## src/rtl/rate_irq_pkg.sv

```systemverilog
package rate_irq_pkg;
  // Flag positions inside the 3-bit flag/enable vectors (PF, AF, UF order)
  localparam int FL_PER = 2;
  localparam int FL_ALM = 1;
  localparam int FL_UPD = 0;
  localparam int FL_N   = 3;

  // Map a rate code to the divider bit that serves as its tap
  function automatic int unsigned tap_of(input logic [3:0] code);
    case (code)
      4'd1:    tap_of = 6;
      4'd2:    tap_of = 7;
      default: tap_of = (code >= 4'd2) ? int'(code) - 2 : 0;
    endcase
  endfunction
endpackage

```

## src/rtl/rate_divider.sv

```systemverilog
module rate_divider
  import rate_irq_pkg::*;
#(
  parameter int STAGES = 15,
  parameter int CODE_W = 4
) (
  input  logic              clk,
  input  logic              rst,
  input  logic              tick_en,
  input  logic [CODE_W-1:0] rate_code,
  input  logic              cfg_we,
  input  logic              cfg_sqwe,
  output logic [STAGES-1:0] cnt_next,
  output logic              per_evt,
  output logic              sqw_o
);
  logic [STAGES-1:0] cnt_q;
  logic              sqwe_q;
  logic              sqwe_n;
  logic              code_on;
  int unsigned       tap;

  assign cnt_next = tick_en ? cnt_q + 1'b1 : cnt_q;
  assign code_on  = (rate_code != '0);
  assign tap      = tap_of(rate_code[3:0]);
  assign sqwe_n   = cfg_we ? cfg_sqwe : sqwe_q;
  assign per_evt  = tick_en && code_on && !cnt_q[tap] && cnt_next[tap];

  always_ff @(posedge clk) begin
    if (rst) begin
      cnt_q  <= '0;
      sqwe_q <= 1'b0;
      sqw_o  <= 1'b0;
    end else begin
      cnt_q  <= cnt_next;
      sqwe_q <= sqwe_n;
      sqw_o  <= sqwe_n && code_on && cnt_next[tap];
    end
  end

  a_r1_count_step: assert property (@(posedge clk) disable iff (rst)
    tick_en |=> cnt_q == $past(cnt_q) + 1'b1);
  a_r1_count_hold: assert property (@(posedge clk) disable iff (rst)
    !tick_en |=> $stable(cnt_q));
  a_r2_code_off_quiet: assert property (@(posedge clk) disable iff (rst)
    (rate_code == '0) |-> !per_evt);
  a_r3_sqw_gated: assert property (@(posedge clk) disable iff (rst)
    (!sqwe_q && !cfg_we) |=> !sqw_o);
endmodule

```

## src/rtl/uip_window.sv

```systemverilog
module uip_window #(
  parameter int STAGES = 15,
  parameter int WIN    = 8
) (
  input  logic              clk,
  input  logic              rst,
  input  logic              set_mode,
  input  logic [STAGES-1:0] cnt_next,
  output logic              uip_o
);
  localparam logic [STAGES-1:0] OPEN_AT = STAGES'((1 << STAGES) - WIN);

  always_ff @(posedge clk) begin
    if (rst) uip_o <= 1'b0;
    else     uip_o <= !set_mode && (cnt_next >= OPEN_AT);
  end

  a_r10_set_closes: assert property (@(posedge clk) disable iff (rst)
    set_mode |=> !uip_o);
endmodule

```

## src/rtl/irq_status.sv

```systemverilog
module irq_status
  import rate_irq_pkg::*;
#(
  parameter int STAT_W = 8
) (
  input  logic              clk,
  input  logic              rst,
  input  logic              per_evt,
  input  logic              alarm_evt,
  input  logic              update_evt,
  input  logic              stat_rd,
  input  logic              set_mode,
  input  logic              cfg_we,
  input  logic              cfg_pie,
  input  logic              cfg_aie,
  input  logic              cfg_uie,
  output logic [STAT_W-1:0] stat_data,
  output logic              irq_oe
);
  localparam int PAD_W = STAT_W - FL_N - 1;

  logic [FL_N-1:0] flags_q, pend_q, en_q, evt;
  logic            rd_q;
  logic            irqf;

  assign evt = {per_evt, alarm_evt, update_evt};

  always_ff @(posedge clk) begin
    if (rst) begin
      flags_q <= '0;
      pend_q  <= '0;
      en_q    <= '0;
      rd_q    <= 1'b0;
    end else begin
      rd_q <= stat_rd;
      if (stat_rd) begin
        pend_q <= pend_q | evt;
      end else if (rd_q) begin
        flags_q <= pend_q | evt;
        pend_q  <= '0;
      end else begin
        flags_q <= flags_q | evt;
      end
      if (cfg_we) begin
        en_q[FL_PER] <= cfg_pie;
        en_q[FL_ALM] <= cfg_aie;
      end
      if (set_mode)    en_q[FL_UPD] <= 1'b0;
      else if (cfg_we) en_q[FL_UPD] <= cfg_uie;
    end
  end

  assign irqf      = |(flags_q & en_q);
  assign irq_oe    = irqf;
  assign stat_data = {irqf, flags_q, {PAD_W{1'b0}}};

  a_r8_hold_during_read: assert property (@(posedge clk) disable iff (rst)
    stat_rd |=> $stable(flags_q));
  a_r9_reset_clears: assert property (@(posedge clk)
    rst |=> (flags_q == '0) && (en_q == '0) && !irq_oe);
  a_r11_set_kills_uie: assert property (@(posedge clk) disable iff (rst)
    set_mode |=> !en_q[FL_UPD]);
  a_r5_alarm_sets: assert property (@(posedge clk) disable iff (rst)
    (alarm_evt && !stat_rd && !rd_q) |=> flags_q[FL_ALM]);
endmodule

```

## src/rtl/rtc_rate_irq.sv

```systemverilog
module rtc_rate_irq #(
  parameter int STAGES = 15,
  parameter int CODE_W = 4,
  parameter int UIP_WIN = 8,
  parameter int STAT_W = 8
) (
  input  logic              clk,
  input  logic              rst,
  input  logic              tick_en,
  input  logic [CODE_W-1:0] rate_code,
  input  logic              set_mode,
  input  logic              cfg_we,
  input  logic              cfg_pie,
  input  logic              cfg_aie,
  input  logic              cfg_uie,
  input  logic              cfg_sqwe,
  input  logic              alarm_evt,
  input  logic              update_evt,
  input  logic              stat_rd,
  output logic              sqw_o,
  output logic              uip_o,
  output logic [STAT_W-1:0] stat_data,
  output logic              irq_oe,
  output logic              irq_o
);
  logic [STAGES-1:0] cnt_next;
  logic              per_evt;

  rate_divider #(.STAGES(STAGES), .CODE_W(CODE_W)) u_div (
    .clk(clk), .rst(rst), .tick_en(tick_en), .rate_code(rate_code),
    .cfg_we(cfg_we), .cfg_sqwe(cfg_sqwe),
    .cnt_next(cnt_next), .per_evt(per_evt), .sqw_o(sqw_o)
  );

  uip_window #(.STAGES(STAGES), .WIN(UIP_WIN)) u_uip (
    .clk(clk), .rst(rst), .set_mode(set_mode), .cnt_next(cnt_next), .uip_o(uip_o)
  );

  irq_status #(.STAT_W(STAT_W)) u_stat (
    .clk(clk), .rst(rst), .per_evt(per_evt), .alarm_evt(alarm_evt),
    .update_evt(update_evt), .stat_rd(stat_rd), .set_mode(set_mode),
    .cfg_we(cfg_we), .cfg_pie(cfg_pie), .cfg_aie(cfg_aie), .cfg_uie(cfg_uie),
    .stat_data(stat_data), .irq_oe(irq_oe)
  );

  // Open-drain style: the line is only ever pulled low
  assign irq_o = 1'b0;

  a_r7_line_never_high: assert property (@(posedge clk) disable iff (rst)
    irq_oe |-> !irq_o);
endmodule

```

## config.mk

```make
export PLATFORM = sky130hd
export DESIGN_NAME = rtc_rate_irq
export DESIGN_NICKNAME = d
export VERILOG_FILES = /design/src/rtl/rate_irq_pkg.sv /design/src/rtl/rate_divider.sv /design/src/rtl/uip_window.sv /design/src/rtl/irq_status.sv /design/src/rtl/rtc_rate_irq.sv
export SDC_FILE = /design/constraint.sdc
export NUM_CORES = 1
export LEC_CHECK = 0
export BUFFER_PORTS_ARGS = -buffer_cell sky130_fd_sc_hd__buf_4
export CORE_MARGIN = 2
export CORE_UTILIZATION = 47
export CTS_CLUSTER_DIAMETER = 30
export DETAILED_ROUTE_END_ITERATION = 16
export PLACE_DENSITY = 0.75
export SLEW_MARGIN = 20
export SYNTH_ARGS = -nofsm -noshare
export SYNTH_HDL_FRONTEND = slang
export SYNTH_SLANG_ARGS = --single-unit
```

## constraint.sdc

```tcl
create_clock -name clk -period 2.3 [get_ports clk]
set_clock_uncertainty 0.1 [all_clocks]
set_input_delay 0 -clock clk [delete_from_list [all_inputs] [get_ports clk]]
set_output_delay 0 -clock clk [all_outputs]
set_load 0.03 [all_outputs]
```

==> tab_implementation.tex, run 1 <==
\begin{tabular}{lr}
\hline
Metric & Value \\
\hline
\multicolumn{2}{l}{\textbf{Pwr}} \\
\quad Int Power & 0.8877 mW \\
\quad Combinational share of power & 27.1\% \\
\quad Pwr/cell area & 463.7 nW/µm² \\
\quad Switching share of power & between 20\% and 30\% \\
\quad Switching power summed over all nets & 0.3504 mW \\
\quad Leakage power total & 1.092 nW \\
\quad Portion of total power attributed to sequential cells & 41.8\% \\
\quad Clock network fraction of total power & 31.1\% \\
\quad Max rail drop VDD & about 0.00027 V \\
\multicolumn{2}{l}{\textbf{Synthesis}} \\
\quad Cell type contributing the most total cell area after synthesis & sky130\_fd\_sc\_hd\_\_dfxtp\_1 \\
\quad Number of enable-type register cells in the synthesized netlist & 0 \\
\quad Share of synthesized flip-flops with an asynchronous set or reset & 0\% \\
\quad Number of synthesis warnings & 0 \\
\quad Commonest cells post-synth & sky130\_fd\_sc\_hd\_\_nor2\_1, sky130\_fd\_sc\_hd\_\_dfxtp\_1, sky130\_fd\_sc\_hd\_\_nand2\_1, sky130\_fd\_sc\_hd\_\_inv\_1, sky130\_fd\_sc\_hd\_\_o21ai\_0 \\
\quad Synthesized cell area & a little over 2000 µm² \\
\quad Most common cell in the synthesized netlist & sky130\_fd\_sc\_hd\_\_nor2\_1 \\
\quad Sequential fraction of the synthesis area & 27.30\% \\
\quad Mapped Avg Cell Area & between 7 and 8 µm² \\
\quad Number of distinct standard cells referenced by the synthesized netlist & 64 \\
\quad Portion of synthesized cell area occupied by the leading cell type & between 20 and 30\% \\
\quad Most instantiated flip-flop cell in the synthesis netlist & sky130\_fd\_sc\_hd\_\_dfxtp\_1 \\
\quad FF+latch count, synth & 28 \\
\quad Post-synthesis cell count & 260 \\
\quad Ranking of synthesized cells by area & sky130\_fd\_sc\_hd\_\_dfxtp\_1, sky130\_fd\_sc\_hd\_\_nor2\_1, sky130\_fd\_sc\_hd\_\_xnor2\_1, sky130\_fd\_sc\_hd\_\_o21ai\_0, sky130\_fd\_sc\_hd\_\_nor3\_1 \\
\multicolumn{2}{l}{\textbf{Timing}} \\
\quad Worst setup margin & -30.03 ps \\
\quad Hold Violations, Final & 0 \\
\quad RSZ-0062 raised after global routing & yes \\
\quad Final Critical Period & 2330 ps \\
\quad Max Clk Rate & 429.2 MHz \\
\quad Slew HR & around 65\% \\
\quad Number of max-slew violations in the final report & 0 \\
\quad Endpoints failing setup & 1 \\
\quad Share of the clock period used by the worst path after layout & 101.3\% \\
\quad Worst slew pin tran & $\sim$530 ps \\
\quad Worst hold slack after final layout & 30.92 ps \\
\multicolumn{2}{l}{\textbf{Global route}} \\
\quad Via count of the first global-routing pass & around 1900 \\
\quad All-layer global routing usage & 22.95\% \\
\quad Initial antenna violation count & 0 \\
\quad Maximum number of pins on one net before global-route repair & 28 \\
\quad Aggregate global routing overflow & 0 \\
\quad First-pass GRT wire length & roughly 9.1 mm \\
\multicolumn{2}{l}{\textbf{Outcome}} \\
\quad Violated checks & setup timing \\
\quad Result of the run & finished with violations \\
\multicolumn{2}{l}{\textbf{Critical path}} \\
\quad Critical path class & reg2reg \\
\quad Type of element launching the critical path & flop \\
\quad Crit path max-delay family & compound AO/OA/AOI/OAI gates \\
\quad Sequence of cells on the critical path & nand4\_1 -> buf\_4 -> nor4\_4 -> xor2\_1 -> a221o\_1 -> o221ai\_1 -> o22ai\_2 -> nand2\_2 -> a221oi\_2 \\
\quad Delay of the slowest cell on the worst path & 340 ps \\
\quad Critical path data arrival time & 2430 ps \\
\quad Worst path buffer plus inverter count & 1 \\
\quad Data required, critical path & between 2000 and 2500 ps \\
\quad Slowest-stage cell, CP & sky130\_fd\_sc\_hd\_\_dfxtp\_2 \\
\quad Element type at the critical path end & flop \\
\quad Top fanout value on the critical path & 4 \\
\multicolumn{2}{l}{\textbf{Place}} \\
\quad Global placer's final weighted congestion & 0.9739 \\
\quad HPWL after detailed placement & 4.072 mm \\
\quad Total placed instance area & 2391 µm² \\
\quad Total of buffers placed on input and output ports & 22 \\
\quad Count of placed standard cells including taps & 344 \\
\multicolumn{2}{l}{\textbf{Detailed routing}} \\
\quad Final Routed Wirelength & 5.839 mm \\
\quad Met3 wire len & 338 µm \\
\quad Highest metal layer with signal wires & met4 \\
\quad Detailed router's first-iteration violation count & 154 \\
\quad DR WL/cell & around 16 µm \\
\quad First-pass DRT Iterations & 5 \\
\quad Antenna-violating nets left & 0 \\
\quad Met1 routed wirelength after detailed routing & 2.692 mm \\
\quad Met2 Routed Length & 2.676 mm \\
\quad DR vias/cell & approximately 6.0 \\
\quad Residual DRC count & 0 \\
\quad Total vias in the final route & 2170 \\
\multicolumn{2}{l}{\textbf{Clock network}} \\
\quad Root buf cell & sky130\_fd\_sc\_hd\_\_clkbuf\_8 \\
\quad TritonCTS clock tree & done \\
\quad Worst-path clk slew & 100 ps \\
\quad Num CTS Buffers & 3 \\
\quad Source-to-sink clock delay at the later pin of the worst-skew pair & $\sim$280 ps \\
\quad H-tree depth reported by CTS & 1 \\
\quad Number of clock sinks & 28 \\
\quad Maximum count of clock buffers along a single path & 2 \\
\multicolumn{2}{l}{\textbf{Finish}} \\
\quad Number of antenna repair diodes & 0 \\
\quad Final core utilization & 62.18\% \\
\quad Layout net count & 329 \\
\quad Count of non-filler cells in the finished layout & 361 \\
\quad Synthesis-to-finish area growth & 30.04\% \\
\quad Final Cell Area & 2670 µm² \\
\quad Number of filler instances in the final layout & 351 \\
\quad Fraction of layout cells with a size suffix above 1 & between 20\% and 30\% \\
\multicolumn{2}{l}{\textbf{Floorplanning}} \\
\quad Number of rows in the core area & 24 \\
\quad Initial core utilization & 47.81\% \\
\quad Core area & 4294 µm² \\
\quad Horizontal extent of the die & 70.10 µm \\
\quad Overall die height & 70.10 µm \\
\quad Total die area & 4913 µm² \\
\quad \# IOs & 28 \\
\multicolumn{2}{l}{\textbf{Run}} \\
\quad Maxcap violations & 0 \\
\multicolumn{2}{l}{\textbf{Min path}} \\
\quad Hold/Removal Path Class & in2reg \\
\hline
\end{tabular}
==> per-layer routing <==
layer  vias up  track usage (%)
met5         -                0
met4         0            8.547
met3        13            3.752
met2        96            35.13
met1      1018            32.47
li1       1043                -
==> state kept, by name, indices dropped and copies added, names as in the netlist <==
register,flops
u_stat.rd_q,1
u_stat.flags_q,3
u_div.sqwe_q,1
u_uip.uip_o,1
u_div.cnt_q,15
u_div.sqw_o,1
u_stat.en_q,3
u_stat.pend_q,3
==> placed cells by master (no fill, tap or decap), drive strengths merged, types with 2 or more instances in the layout <==
master        n
ha            3
o32ai         3
nor3         12
inv          14
dlygate4sd3  12
buf          54
o22ai         5
or3b          2
a31oi         3
nor4          9
nor2b         5
mux2i         5
nor4b         2
nand3b        3
clkbuf        3
xnor2         9
dfxtp        28
a211oi        7
nand3         7
o221ai        2
nand4         6
nand2        17
or3           3
or2           2
a221o         3
o211ai        3
nand2b        2
o21ba         2
a21oi         8
xor2          5
nor2         31
o22a          2
o21ai        14
conb          5
==> power by group through the flow <==
stage	combinational (mW)	clock [mW]	sequential, mW
final	0.336	0.385	0.518
after global routing	0.364	0.408	0.521
after detailed placement	0.303	0	0.528
after CTS	0.321	0.391	0.517
after floorplan	0.205	0	0.535
after global placement	0.302	0	0.527
==> worst paths after layout <==
check / start / endpoint / slack [ps] / cells after the start
max: u_div.cnt_q[4] / u_stat.flags_q[2] / -30 / 9
min: cfg_we / u_div.sqwe_q / 30 / 3
max reg2reg: u_div.cnt_q[4] / u_stat.flags_q[2] / -30 / 9
min reg2reg: u_stat.pend_q[0] / u_stat.pend_q[0] / 380 / 2
==> worst register-to-register path, stage by stage, from the launching register on <==
cell and delay (ps):
sky130_fd_sc_hd__dfxtp_2 340, sky130_fd_sc_hd__nand4_1 250, sky130_fd_sc_hd__buf_4 260, sky130_fd_sc_hd__nor4_4 230
sky130_fd_sc_hd__xor2_1 200, sky130_fd_sc_hd__a221o_1 200, sky130_fd_sc_hd__o221ai_1 140, sky130_fd_sc_hd__o22ai_2 250
sky130_fd_sc_hd__nand2_2 70, sky130_fd_sc_hd__a221oi_2 200
==> area by class of cell <==
type / count / area (µm²) / area share (%)
repair buffers: 66 / 533.0 / 19.96
clock buffers: 3 / 41.29 / 1.546
multi-input cells: 197 / 1381 / 51.73
inverters: 14 / 52.55 / 1.968
well taps: 52 / 65.06 / 2.437
flip-flops and latches: 28 / 566.8 / 21.23
clock inverters: 1 / 30.03 / 1.125
==> per-stage QoR <==
step / TNS, ps / setup slack (ps) / power (mW)
final: -30.03 / -30.03 / 1.238
after global routing: -355.8 / -136.9 / 1.292
after CTS: 0 / 11.50 / 1.229
after detailed placement: -141.4 / -92.45 / 0.8310
after global placement: -12.90 / -12.90 / 0.8298
after floorplan: 0 / 42.18 / 0.7398
==> cell families after synthesis <==
family	Yosys count	share of synthesized area, %
xor gates and xnor gates	14	5.972
AOI/OAI and AO/OA	66	24.25
DFF	28	27.30
adders and majority gates	3	1.828
buffers and inverters	39	9.384
and+or+nand+nor	104	28.64
muxes	5	2.438
other	1	0.1826
==> repair_timing <==
action | 4_1_cts | 5_1_grt
setup buffers | 0 | 1
resized for setup | 1 | 16
pin swaps | 0 | 10
endpoints found under the hold margin | 24 | 0
hold buffers | 12 | 0
setup endpoints to repair | 3 | 4
cloned | 0 | 0
(Power assumes the default switching activity.)
==> inputs of run 2 (changes only) <==
- REMOVE_ABC_BUFFERS: not set -> 1
==> run 2 against run 1 <==
The flow now finishes without violations. First-iteration DRC count up 33%. Via count up 1.5%. Wire length up 1.5%. Final cell count up 2.5%. Critical endpoint unchanged. Highest routed layer unchanged.
==> tab_implementation.tex, run 2 (same netlist as run 1, synthesis figures left out) <==
\begin{tabular}{lr}
\hline
Metric & Value \\
\hline
\multicolumn{2}{l}{\textbf{Clock network}} \\
\quad Worst-path clk slew & 100 ps \\
\quad Maximum count of clock buffers along a single path & 2 \\
\quad Number of clock sinks & 28 \\
\quad Num CTS Buffers & 3 \\
\quad H-tree depth reported by CTS & 1 \\
\quad TritonCTS clock tree & done \\
\quad Source-to-sink clock delay at the later pin of the worst-skew pair & 270 ps \\
\quad Root buf cell & sky130\_fd\_sc\_hd\_\_clkbuf\_8 \\
\multicolumn{2}{l}{\textbf{Floorplanning}} \\
\quad Overall die height & 70.10 µm \\
\quad Core area & 4294 µm² \\
\quad Number of rows in the core area & 24 \\
\quad Total die area & 4913 µm² \\
\quad Horizontal extent of the die & 70.10 µm \\
\quad Initial core utilization & 47.81\% \\
\quad \# IOs & 28 \\
\multicolumn{2}{l}{\textbf{Run}} \\
\quad Maxcap violations & 0 \\
\multicolumn{2}{l}{\textbf{Min path}} \\
\quad Hold/Removal Path Class & in2reg \\
\multicolumn{2}{l}{\textbf{Timing}} \\
\quad Share of the clock period used by the worst path after layout & 97.04\% \\
\quad Worst slew pin tran & 529.8 ps \\
\quad Max Clk Rate & 448.0 MHz \\
\quad Hold Violations, Final & 0 \\
\quad Slew HR & between 60\% and 70\% \\
\quad Endpoints failing setup & 0 \\
\quad Setup TNS & 0 ps \\
\quad Number of max-slew violations in the final report & 0 \\
\quad Final Critical Period & 2232 ps \\
\multicolumn{2}{l}{\textbf{Detailed routing}} \\
\quad First-pass DRT Iterations & 5 \\
\quad Total vias in the final route & $\sim$2200 \\
\quad Detailed router's first-iteration violation count & 205 \\
\quad DR WL/cell & 16.02 µm \\
\quad Antenna-violating nets left & 0 \\
\quad Final Routed Wirelength & approximately 6 mm \\
\quad DR vias/cell & $\sim$6.0 \\
\quad Residual DRC count & 0 \\
\multicolumn{2}{l}{\textbf{Finish}} \\
\quad Fraction of layout cells with a size suffix above 1 & 30.19\% \\
\quad Commonest non-fill, non-tap cells in the layout & sky130\_fd\_sc\_hd\_\_buf\_4, sky130\_fd\_sc\_hd\_\_nor2\_1, sky130\_fd\_sc\_hd\_\_dfxtp\_1, sky130\_fd\_sc\_hd\_\_nand2\_1 \\
\quad Synthesis-to-finish area growth & 33.94\% \\
\quad Final core utilization & 64.04\% \\
\quad Largest reg by FF count & u\_div.cnt\_q \\
\quad Number of flip-flops in the largest register & 15 \\
\quad Number of filler instances in the final layout & between 300 and 400 \\
\quad Layout net count & $\sim$340 \\
\quad Commonest non-fill, non-tap cell in the layout & sky130\_fd\_sc\_hd\_\_buf\_4 \\
\quad Count of non-filler cells in the finished layout & 370 \\
\quad Final Cell Area & 2750 µm² \\
\quad Number of antenna repair diodes & 0 \\
\multicolumn{2}{l}{\textbf{Place}} \\
\quad HPWL after detailed placement & around 4.0 mm \\
\quad Count of placed standard cells including taps & 347 \\
\quad Total placed instance area & 2414 µm² \\
\quad Global placer's final weighted congestion & between 1 and 1.5 \\
\quad Total of buffers placed on input and output ports & 22 \\
\multicolumn{2}{l}{\textbf{Critical path}} \\
\quad Top fanout value on the critical path & 5 \\
\quad Critical path data arrival time & approximately 2300 ps \\
\quad Type of element launching the critical path & flop \\
\quad Data required, critical path & about 2400 ps \\
\quad Element type at the critical path end & flop \\
\quad Critical path class & reg2reg \\
\multicolumn{2}{l}{\textbf{Pwr}} \\
\quad Pwr/cell area & 449.0 nW/µm² \\
\quad Max rail drop VDD & 0.0004411 V \\
\quad Leakage power total & 1.114 nW \\
\multicolumn{2}{l}{\textbf{Outcome}} \\
\quad Result of the run & complete, no violations \\
\multicolumn{2}{l}{\textbf{Global route}} \\
\quad Maximum number of pins on one net before global-route repair & 28 \\
\quad Aggregate global routing overflow & 0 \\
\quad Initial antenna violation count & 0 \\
\quad Via count of the first global-routing pass & 2015 \\
\quad First-pass GRT wire length & 9.446 mm \\
\quad All-layer global routing usage & 23.52\% \\
\hline
\end{tabular}
run 2: path summary, 6_finish.rpt:
| check | end | start | cells after the start | slack (ps) |
|---|---|---|---|---|
| max | u_stat.flags_q[2] | u_div.cnt_q[4] | 10 | 70 |
| min reg2reg | u_stat.pend_q[1] | u_stat.pend_q[1] | 2 | 370 |
| max reg2reg | u_stat.flags_q[2] | u_div.cnt_q[4] | 10 | 70 |
| min | u_div.cnt_q[0] | tick_en | 4 | 80 |
run 2: per-stage QoR:
stage / hold slack [ps] / power (mW) / setup slack (ps)
2_1_floorplan: -33.75 / 0.7031 / -195.9
3_3_place_gp: 77.11 / 0.8205 / 44.33
3_5_place_dp: 82.06 / 0.8225 / -13.30
4_1_cts: 69.66 / 1.228 / 9.617
5_1_grt: 106.8 / 1.296 / -69.03
6_report: 77.00 / 1.235 / 68.07
run 2: report_power, final:
part | internal, mW | switching (mW)
Sequential | 0.502 | 0.0151
Combinational | 0.155 | 0.180
Clock | 0.233 | 0.149
Total | 0.891 | 0.344
run 2: timing repair:
action                                  CTS  global route
gates resized for setup                   0            19
hold endpoints to repair                 24             0
buffers inserted                          0             4
gates cloned                              0             1
pin swaps                                 1            10
hold buffers                             14             0
endpoints found under the setup margin    1             4
run 2: routing by layer:
layer,wire (µm),track usage [%],vias up
li1,-,-,1058
met1,2513,31.81,1033
met2,2877,38.31,92
met3,383,4.762,20
met4,153,6.197,0
met5,0,0,-
run 2: layout make-up:
class                      count  area, µm²  share of cell area [%]
clock inverter                 1      30.03                   1.092
timing repair buffer          75      603.1                   21.93
inverter                      14      52.55                   1.911
tap                           52      65.06                   2.366
clock buffer                   3      41.29                   1.501
sequential                    28      568.0                   20.66
multi-input combinational    197       1390                   50.55
run 2: worst max-delay path, cell delays in order, from the launching register on:
cell	delay [ps]
sky130_fd_sc_hd__dfxtp_1	350
sky130_fd_sc_hd__nand4_1	80
sky130_fd_sc_hd__buf_4	170
sky130_fd_sc_hd__buf_4	130
sky130_fd_sc_hd__nor4_2	250
sky130_fd_sc_hd__xor2_1	220
sky130_fd_sc_hd__a221o_1	190
sky130_fd_sc_hd__o221ai_1	130
sky130_fd_sc_hd__o22ai_2	240
sky130_fd_sc_hd__nand2_2	70
sky130_fd_sc_hd__a221oi_2	220
==> inputs of run 3 (changes only) <==
- PLACE_DENSITY: 0.75 -> 0.76
- SLEW_MARGIN: 20 -> 5
==> run 3 against run 2 <==
The run now ends with setup timing left. Critical path depth shrank 3. Global-route usage shrank 0.24 points. Sequential power is essentially flat. First-iteration DRC count grew 0.98%.
==> tab_implementation.tex, run 3 (same netlist as run 1, synthesis figures left out) <==
\begin{tabular}{lr}
\hline
Metric & Value \\
\hline
\multicolumn{2}{l}{\textbf{Floorplanning}} \\
\quad Initial core utilization & 47.81\% \\
\quad \# IOs & 28 \\
\quad Core area & between 4000 and 5000 µm² \\
\quad Horizontal extent of the die & between 70 and 80 µm \\
\quad Total die area & 4913 µm² \\
\quad Number of rows in the core area & 24 \\
\quad Overall die height & 70.10 µm \\
\multicolumn{2}{l}{\textbf{Timing}} \\
\quad Max Clk Rate & 431.3 MHz \\
\quad Number of max-slew violations in the final report & 0 \\
\quad Slew HR & between 60\% and 70\% \\
\quad Worst setup margin & -18.68 ps \\
\quad Setup TNS & -18.68 ps \\
\quad Hold Violations, Final & 0 \\
\quad Endpoints failing setup & 1 \\
\quad Worst slew pin tran & 582.3 ps \\
\quad Final Critical Period & 2319 ps \\
\quad Share of the clock period used by the worst path after layout & 100.8\% \\
\quad RSZ-0062 raised after global routing & yes \\
\multicolumn{2}{l}{\textbf{Critical path}} \\
\quad Data required, critical path & roughly 2400 ps \\
\quad Crit path max-delay family & simple AND/OR/NAND/NOR gates \\
\quad Sequence of cells on the critical path & nand4\_1 -> or3\_4 -> xnor2\_2 -> buf\_4 -> nor4\_1 -> nand4\_1 -> a211oi\_2 \\
\quad Worst path buffer plus inverter count & 1 \\
\quad Critical Path Most Common Cell & sky130\_fd\_sc\_hd\_\_nand4\_1 \\
\quad Critical path data arrival time & 2420 ps \\
\quad Critical path class & reg2reg \\
\quad Top fanout value on the critical path & 4 \\
\quad Type of element launching the critical path & flop \\
\quad Element type at the critical path end & flop \\
\quad Slowest-stage cell, CP & sky130\_fd\_sc\_hd\_\_or3\_4 \\
\quad Delay of the slowest cell on the worst path & roughly 450 ps \\
\multicolumn{2}{l}{\textbf{Clock network}} \\
\quad Num CTS Buffers & 3 \\
\quad Worst-path clk slew & 100 ps \\
\quad H-tree depth reported by CTS & 1 \\
\quad Root buf cell & sky130\_fd\_sc\_hd\_\_clkbuf\_8 \\
\quad Source-to-sink clock delay at the later pin of the worst-skew pair & between 200 and 300 ps \\
\quad TritonCTS clock tree & done \\
\quad Number of clock sinks & 28 \\
\quad Maximum count of clock buffers along a single path & 2 \\
\multicolumn{2}{l}{\textbf{Finish}} \\
\quad Layout net count & between 300 and 400 \\
\quad Number of flip-flops in the largest register & 15 \\
\quad Commonest non-fill, non-tap cells in the layout & sky130\_fd\_sc\_hd\_\_buf\_4, sky130\_fd\_sc\_hd\_\_nor2\_1, sky130\_fd\_sc\_hd\_\_dfxtp\_1, sky130\_fd\_sc\_hd\_\_nand2\_1, sky130\_fd\_sc\_hd\_\_inv\_1 \\
\quad Number of filler instances in the final layout & 365 \\
\quad Fraction of layout cells with a size suffix above 1 & between 20\% and 30\% \\
\quad Synthesis-to-finish area growth & 30.90\% \\
\quad Final core utilization & between 60\% and 70\% \\
\quad Final Cell Area & 2688 µm² \\
\quad Largest reg by FF count & u\_div.cnt\_q \\
\quad Number of antenna repair diodes & 0 \\
\quad Commonest non-fill, non-tap cell in the layout & sky130\_fd\_sc\_hd\_\_buf\_4 \\
\multicolumn{2}{l}{\textbf{Detailed routing}} \\
\quad Highest metal layer with signal wires & met4 \\
\quad DR vias/cell & 5.837 \\
\quad Residual DRC count & 0 \\
\quad Final Routed Wirelength & about 5.6 mm \\
\quad Met3 wire len & approximately 200 µm \\
\quad First-pass DRT Iterations & 5 \\
\quad Antenna-violating nets left & 0 \\
\quad Detailed router's first-iteration violation count & 207 \\
\quad Met1 routed wirelength after detailed routing & around 2.6 mm \\
\quad Met2 Routed Length & roughly 2.7 mm \\
\quad DR WL/cell & 15.59 µm \\
\quad Total vias in the final route & 2113 \\
\multicolumn{2}{l}{\textbf{Outcome}} \\
\quad Result of the run & finished with violations \\
\quad Violated checks & setup timing \\
\multicolumn{2}{l}{\textbf{Pwr}} \\
\quad Leakage power total & 1.094 nW \\
\quad Pwr/cell area & around 460 nW/µm² \\
\quad Max rail drop VDD & 0.0003269 V \\
\multicolumn{2}{l}{\textbf{Place}} \\
\quad HPWL after detailed placement & 4.152 mm \\
\quad Total placed instance area & around 2400 µm² \\
\quad Total of buffers placed on input and output ports & 22 \\
\quad Global placer's final weighted congestion & between 1 and 1.5 \\
\multicolumn{2}{l}{\textbf{Global route}} \\
\quad First-pass GRT wire length & 9.418 mm \\
\quad Aggregate global routing overflow & 0 \\
\quad Maximum number of pins on one net before global-route repair & 28 \\
\quad All-layer global routing usage & 23.28\% \\
\quad Initial antenna violation count & 0 \\
\quad Via count of the first global-routing pass & just under 2000 \\
\multicolumn{2}{l}{\textbf{Run}} \\
\quad Maxcap violations & 0 \\
\multicolumn{2}{l}{\textbf{Min path}} \\
\quad Hold/Removal Path Class & in2reg \\
\hline
\end{tabular}
run 3: changes by cell type in the layout (fill, tap and decap cells not counted), moves of 2 or more:
cell,previous run,this run
sky130_fd_sc_hd__buf_4,58,52
sky130_fd_sc_hd__nor4_2,4,2
sky130_fd_sc_hd__dfxtp_2,0,4
sky130_fd_sc_hd__dfxtp_1,26,23
run 3: worst register-to-register path, delay by kind of cell, from the launching register on:
family | cells | cell delay, ps
AO/OA/AOI/OAI | 1 | 230
XOR/XNOR | 1 | 160
buffers and inverters | 1 | 150
flip-flops | 1 | 340
AND/OR/NAND/NOR | 4 | 1270
run 3: repair_timing:
item,4_1_cts,5_1_grt
hold buffers,13,0
endpoints found under the hold margin,23,0
setup endpoints to repair,1,4
pin swaps,0,12
buffers inserted,0,2
gates resized for setup,1,19
gates cloned,0,1
run 3: power by group:
| part | switching (mW) | total [mW] | internal [mW] |
|---|---|---|---|
| Sequential | 0.0152 | 0.518 | 0.503 |
| Clock | 0.147 | 0.380 | 0.233 |
| Combinational | 0.179 | 0.329 | 0.149 |
| Total | 0.341 | 1.23 | 0.885 |
run 3: path summary, 6_finish.rpt:
| check | slack (ps) | startpoint | cells after the start | endpoint |
|---|---|---|---|---|
| max reg2reg | -20 | u_div.cnt_q[4] | 7 | u_uip.uip_o |
| min reg2reg | 370 | u_stat.pend_q[1] | 2 | u_stat.pend_q[1] |
| max | -20 | u_div.cnt_q[4] | 7 | u_uip.uip_o |
| min | 80 | tick_en | 4 | u_div.cnt_q[0] |
run 3: metrics by stage:
stage	power [mW]	hold slack (ps)	instances	setup slack [ps]
finish	1.226	80.93	362	-18.68
global route	1.286	117.6	362	-64.48
CTS	1.227	77.01	359	15.51
detailed placement	0.8276	82.70	342	-29.70
global placement	0.8221	78.07	342	30.98
floorplan	0.7031	-33.75	239	-195.9
run 3: cell type report:
type	count	area (µm²)	share of cell area, %
Sequential cell	28	569.3	21.18
Inverter	14	52.55	1.955
Timing Repair Buffer	67	536.8	19.97
Multi-Input combinational cell	197	1393	51.82
Clock inverter	1	30.03	1.117
Clock buffer	3	41.29	1.536
Tap cell	52	65.06	2.421
run 3: layer usage:
layer / vias to the layer above / track usage [%]
li1: 1044 / -
met1: 1003 / 33.42
met2: 53 / 36.51
met3: 13 / 3.896
met4: 0 / 5.556
met5: - / 0
